## config.mk

```make
export PLATFORM = sky130hd
export DESIGN_NAME = evt_irq_ctrl
export DESIGN_NICKNAME = d
export VERILOG_FILES = /design/src/rtl/evt_irq_pkg.sv /design/src/rtl/evt_irq_mask.sv /design/src/rtl/evt_irq_pend.sv /design/src/rtl/evt_irq_out.sv /design/src/rtl/evt_irq_ctrl.sv
export SDC_FILE = /design/constraint.sdc
export NUM_CORES = 1
export LEC_CHECK = 0
export ABC_CLOCK_PERIOD_IN_PS = 900
export BUFFER_PORTS_ARGS = -buffer_cell sky130_fd_sc_hd__buf_2
export CAP_MARGIN = 20
export CELL_PAD_IN_SITES_DETAIL_PLACEMENT = 2
export CELL_PAD_IN_SITES_GLOBAL_PLACEMENT = 2
export CORE_MARGIN = 2
export CORE_UTILIZATION = 12
export DETAILED_ROUTE_END_ITERATION = 10
export MAX_ROUTING_LAYER = met4
export PLACE_DENSITY_LB_ADDON = 0.1
export SLEW_MARGIN = 10
export SYNTH_ARGS = -nofsm -noshare
export SYNTH_HDL_FRONTEND = slang
export SYNTH_HIERARCHICAL = 1
export SYNTH_SLANG_ARGS = --single-unit
export TNS_END_PERCENT = 30
```

## constraint.sdc

```tcl
create_clock -name clk -period 0.9 [get_ports clk]
set_clock_uncertainty 0.1 [all_clocks]
set_input_delay 0.09 -clock clk [delete_from_list [all_inputs] [get_ports clk]]
set_output_delay 0.09 -clock clk [all_outputs]
set_load 0.05 [all_outputs]
```

## src/rtl/evt_irq_pkg.sv

```systemverilog
package evt_irq_pkg;
  localparam int unsigned REG_ADDR_W = 2;
  localparam logic [REG_ADDR_W-1:0] OFS_ENABLE  = 2'd0;
  localparam logic [REG_ADDR_W-1:0] OFS_DISABLE = 2'd1;
  localparam logic [REG_ADDR_W-1:0] OFS_MASK    = 2'd2;
  localparam logic [REG_ADDR_W-1:0] OFS_STATUS  = 2'd3;

  // Next pending vector: clears apply first, new events win.
  function automatic logic [1:0] pend_update(input logic [1:0] cur,
                                             input logic [1:0] set,
                                             input logic [1:0] clr);
    return (cur & ~clr) | set;
  endfunction

  // Next mask vector from set/clear strobes.
  function automatic logic [1:0] mask_update(input logic [1:0] cur,
                                             input logic [1:0] on,
                                             input logic [1:0] off);
    return (cur | on) & ~off;
  endfunction
endpackage

```

## src/rtl/evt_irq_mask.sv

```systemverilog
module evt_irq_mask #(
  parameter int unsigned NSRC = 2
) (
  input  logic            clk,
  input  logic            rst_n,
  input  logic [NSRC-1:0] on_vec,
  input  logic [NSRC-1:0] off_vec,
  output logic [NSRC-1:0] mask_q
);
  always_ff @(posedge clk) begin
    if (!rst_n) mask_q <= '0;
    else        mask_q <= (mask_q | on_vec) & ~off_vec;
  end
endmodule

```

## src/rtl/evt_irq_pend.sv

```systemverilog
module evt_irq_pend #(
  parameter int unsigned NSRC = 2
) (
  input  logic            clk,
  input  logic            rst_n,
  input  logic [NSRC-1:0] set_vec,
  input  logic [NSRC-1:0] clr_vec,
  output logic [NSRC-1:0] pend_q
);
  for (genvar i = 0; i < NSRC; i++) begin : g_bit
    always_ff @(posedge clk) begin
      if (!rst_n)          pend_q[i] <= 1'b0;
      else if (set_vec[i]) pend_q[i] <= 1'b1;
      else if (clr_vec[i]) pend_q[i] <= 1'b0;
    end
  end
endmodule

```

## src/rtl/evt_irq_out.sv

```systemverilog
module evt_irq_out #(
  parameter int unsigned NSRC = 2
) (
  input  logic            clk,
  input  logic            rst_n,
  input  logic [NSRC-1:0] pend_q,
  input  logic [NSRC-1:0] mask_q,
  output logic            irq_q
);
  logic irq_next;
  assign irq_next = |(pend_q & mask_q);

  always_ff @(posedge clk) begin
    if (!rst_n) irq_q <= 1'b0;
    else        irq_q <= irq_next;
  end
endmodule

```

## src/rtl/evt_irq_ctrl.sv

```systemverilog
module evt_irq_ctrl
  import evt_irq_pkg::*;
#(
  parameter int unsigned DATA_W = 32
) (
  input  logic                  clk,
  input  logic                  rst_n,
  input  logic                  trig_evt_i,
  input  logic                  trig_armed_i,
  input  logic                  acq_done_evt_i,
  input  logic                  wr_en_i,
  input  logic [REG_ADDR_W-1:0] addr_i,
  input  logic [DATA_W-1:0]     wr_data_i,
  output logic [DATA_W-1:0]     rd_data_o,
  output logic                  irq_o
);
  localparam int unsigned NSRC = 2;
  localparam int unsigned PAD  = DATA_W - NSRC;

  logic [NSRC-1:0] set_vec, clr_vec, on_vec, off_vec;
  logic [NSRC-1:0] mask_q, pend_q;
  logic [NSRC-1:0] wbits;

  assign wbits   = wr_data_i[NSRC-1:0];
  assign set_vec = {acq_done_evt_i, trig_evt_i & trig_armed_i};
  assign on_vec  = (wr_en_i && addr_i == OFS_ENABLE)  ? wbits : '0;
  assign off_vec = (wr_en_i && addr_i == OFS_DISABLE) ? wbits : '0;
  assign clr_vec = (wr_en_i && addr_i == OFS_STATUS)  ? wbits : '0;

  evt_irq_mask #(.NSRC(NSRC)) u_mask (
    .clk(clk), .rst_n(rst_n), .on_vec(on_vec), .off_vec(off_vec),
    .mask_q(mask_q));

  evt_irq_pend #(.NSRC(NSRC)) u_pend (
    .clk(clk), .rst_n(rst_n), .set_vec(set_vec), .clr_vec(clr_vec),
    .pend_q(pend_q));

  evt_irq_out #(.NSRC(NSRC)) u_out (
    .clk(clk), .rst_n(rst_n), .pend_q(pend_q), .mask_q(mask_q),
    .irq_q(irq_o));

  always_comb begin
    rd_data_o = '0;
    unique case (addr_i)
      OFS_MASK:   rd_data_o = {{PAD{1'b0}}, mask_q};
      OFS_STATUS: rd_data_o = {{PAD{1'b0}}, pend_q};
      default:    rd_data_o = '0;
    endcase
  end
endmodule

```

==> run_results.csv <==
group,metric,value,unit
synthesis,synth_edf_count,0,
global_route,grt_pass1_vias,371,
clock_tree,clock-sinks,5,
critical_path,end_kind,"primary output",
placement,place_area,584.3,sq um
final_layout,syn_to_final_growth,36.52,%
synthesis,syn_avg_cell_area,8.234,sq um
global_route,antenna_found_initial,0,
critical_path,start_kind,"register",
drt,routedWlPerCell,8.784,um
outcome,status,"finished with violations",
synthesis,synth_cell_types,15,
placement,hpwl,994.2,um
clock_tree,cts_buffer_depth,2,
synthesis,synth.top_cells.by_count,"buf_4 (30), nor2_1 (6), dfxtp_1 (5)",
global_route,grt_first_pass_wirelength,1.759,mm
critical_path,r2r-start,"u_pend/pend_q[0]$_SDFFE_PN0P_",
sta,hold_viol_final,0,
synthesis,netlist_instances,62,
min_path,hold_depth,2,
flow_run,maxCapViolCount,0,
drt,vias,384,
drt,drt-total-wl,1.177,mm
final_layout,final_core_util,17.18,%
critical_path,crit_path_start,"u_pend/pend_q[1]$_SDFFE_PN0P_",
clock_tree,clk_latency,230,ps
floorplan,rows,23,
clock_tree,clkTransAtPathRegs,40,ps
drt,first_pass_iters,3,
floorplan,die-height,69.23,um
outcome,failed_checks,"negative setup slack",
clock_tree,cts_htree_levels,1,
final_layout,stdcell_area,696.9,sq um
placement,place_congestion,0.6666,
synthesis,postSynth.asyncResetShare,0,%
final_layout,drive_above_1_share,42.86,%
clock_tree,post_cts_buffers,0,
pwr,power_density,1602,nW/um^2
synthesis,synth_area_leaders,"buf_4 (44%), dfxtp_1 (20%), nor2b_4 (5.4%)",
critical_path,crit_required,710,ps
clock_tree,numCtsBuffers,3,
placement,port_buffers,12,
drt,dr.first_iter.drc_count,6,
final_layout,layout.nets,125,
clock_tree,tritoncts,"done",
synthesis,synth.most_common_cell,"buf_4",
critical_path,cp-endpoint,"rd_data_o[1]",
synthesis,ys.warnings.count,6,
sta,finalCritPeriodShare,126.3,%
synthesis,synth_top_area_cell,"buf_4",
floorplan,die_w,69.23,um
synthesis,yosysTopAreaCellShare,44.12,%
critical_path,rr_endpoint,"u_pend/pend_q[0]$_SDFFE_PN0P_",
synthesis,syn-cell-area,510.5,sq um
sta,fmax,879.6,MHz
critical_path,worstSetupPathType,"register to primary output",
sta,finalWorstSetupSlack,-236.9,ps
sta,slew_violations,0,
final_layout,insertedDiodeCount,0,
floorplan,io_pins,73,
global_route,grt_overflow,0,
floorplan,die_area,4792,sq um
synthesis,ys_ff_latch,5,
critical_path,r2r_slack,-50,ps
critical_path,cp_max_fo,2,
synthesis,seq_area_frac_synth,19.61,%
synthesis,synth_flop_cell,"dfxtp_1",
pwr,p_leak,0.0003269,uW
floorplan,start_util,12.58,%
drt,via_per_inst,2.866,
drt,ant_nets,0,
global_route,grt_start_max_net_pins,6,
sta,setup_viol,5,
drt,drcViolationCount,0,
min_path,hold_path.class,"input pin to register",
critical_path,critPathArrivalTime,950,ps
sta,setup_tns,-562.6,ps
clock_tree,cts_root_buf,"clkbuf_8",
sta,rsz0062_at_grt,"yes",
critical_path,r2r_cells,3,
global_route,grt_usage,5.098,%
pwr,peakVddDrop,0.2957,mV
sta,fin_crit,1137,ps
floorplan,core,4058,sq um
per-stage QoR:
step                      total power, uW  worst slack (ps)  hold slack (ps)  instances
after floorplan                     695.6            -6.858            107.4         91
after global placement              653.3            -119.1            211.2        129
after detailed placement            652.3            -104.2            215.1        129
after CTS                            1118            -261.7            27.91        134
after global routing                 1158            -262.2            35.46        134
final                                1117            -236.9            23.96        134
area by class of cell:
class / instances / area [sq um]
well taps: 50 / 62.56
repair buffers: 20 / 152.6
fillers: 488 / 3361
multi-input cells: 55 / 327.8
clock buffers: 4 / 45.04
flip-flops and latches: 5 / 108.9
critical path: stages, from the launching register on:
cell and delay, ps:
dfxtp_4 350, mux2i_4 160, nor2b_4 60, buf_8 150
placed cells by master, fill, tap and decap left out:
master | netlist | layout
nor2b_4 | 2 | 4
clkbuf_8 | 0 | 3
buf_8 | 0 | 2
nor3_1 | 2 | 2
conb_1 | 1 | 30
dlygate4sd3_1 | 0 | 1
clkbuf_1 | 0 | 1
a22oi_2 | 0 | 1
nor2b_1 | 3 | 1
o21a_1 | 2 | 2
nand2_1 | 3 | 3
dfxtp_4 | 0 | 1
mux2i_4 | 0 | 2
dfxtp_2 | 0 | 4
buf_6 | 1 | 2
buf_2 | 0 | 9
nor2_1 | 6 | 6
nand2b_1 | 1 | 1
and2_1 | 1 | 1
nor3b_2 | 2 | 2
buf_4 | 30 | 6
metal layers:
metal	up-vias	track usage (%)	routed length, um
li1	181	-	-
met1	173	5.026	443
met2	25	7.799	581
met3	5	2.326	117
met4	0	3.922	34
met5	-	-	0
cell families (layout without fill, tap and decap cells):
family          Yosys count  in the layout  share of synthesized area (%)
other cells               1             30                         0.7346
buf+inv                  31             24                          46.32
flops                     5              5                          19.61
compound gates            3              3                          4.411
mux                       2              2                          3.922
simple gates             20             20                          25.00
worst min path at each step:
stage / startpoint / endpoint
2_1_floorplan: rst_n / u_pend/pend_q[0]$_SDFFE_PN0P_
3_3_place_gp: acq_done_evt_i / u_pend/pend_q[1]$_SDFFE_PN0P_
3_5_place_dp: acq_done_evt_i / u_pend/pend_q[1]$_SDFFE_PN0P_
4_1_cts: rst_n / u_pend/pend_q[1]$_SDFFE_PN0P_
5_1_grt: rst_n / u_pend/pend_q[1]$_SDFFE_PN0P_
6_report: rst_n / u_pend/pend_q[1]$_SDFFE_PN0P_
where the power goes:
part	internal, uW	switching (uW)	leakage (uW)	total [uW]
Clock	306	134	0.0000228	440
Combinational	89.2	342	0.000261	431
Sequential	234	11.3	0.0000433	245
sequential cells by signal, indices dropped and copies added (netlist names):
| name | cells |
|---|---|
| u_pend/pend_q | 2 |
| u_mask/mask_q | 2 |
| u_out/irq_q | 1 |
timing repair:
item,CTS,global route
pin swaps,1,0
endpoints found under the setup margin,6,6
resized for setup,11,4
hold buffers,1,0
endpoints found under the hold margin,1,0
Note: power is estimated with default switching activity, not from simulation.
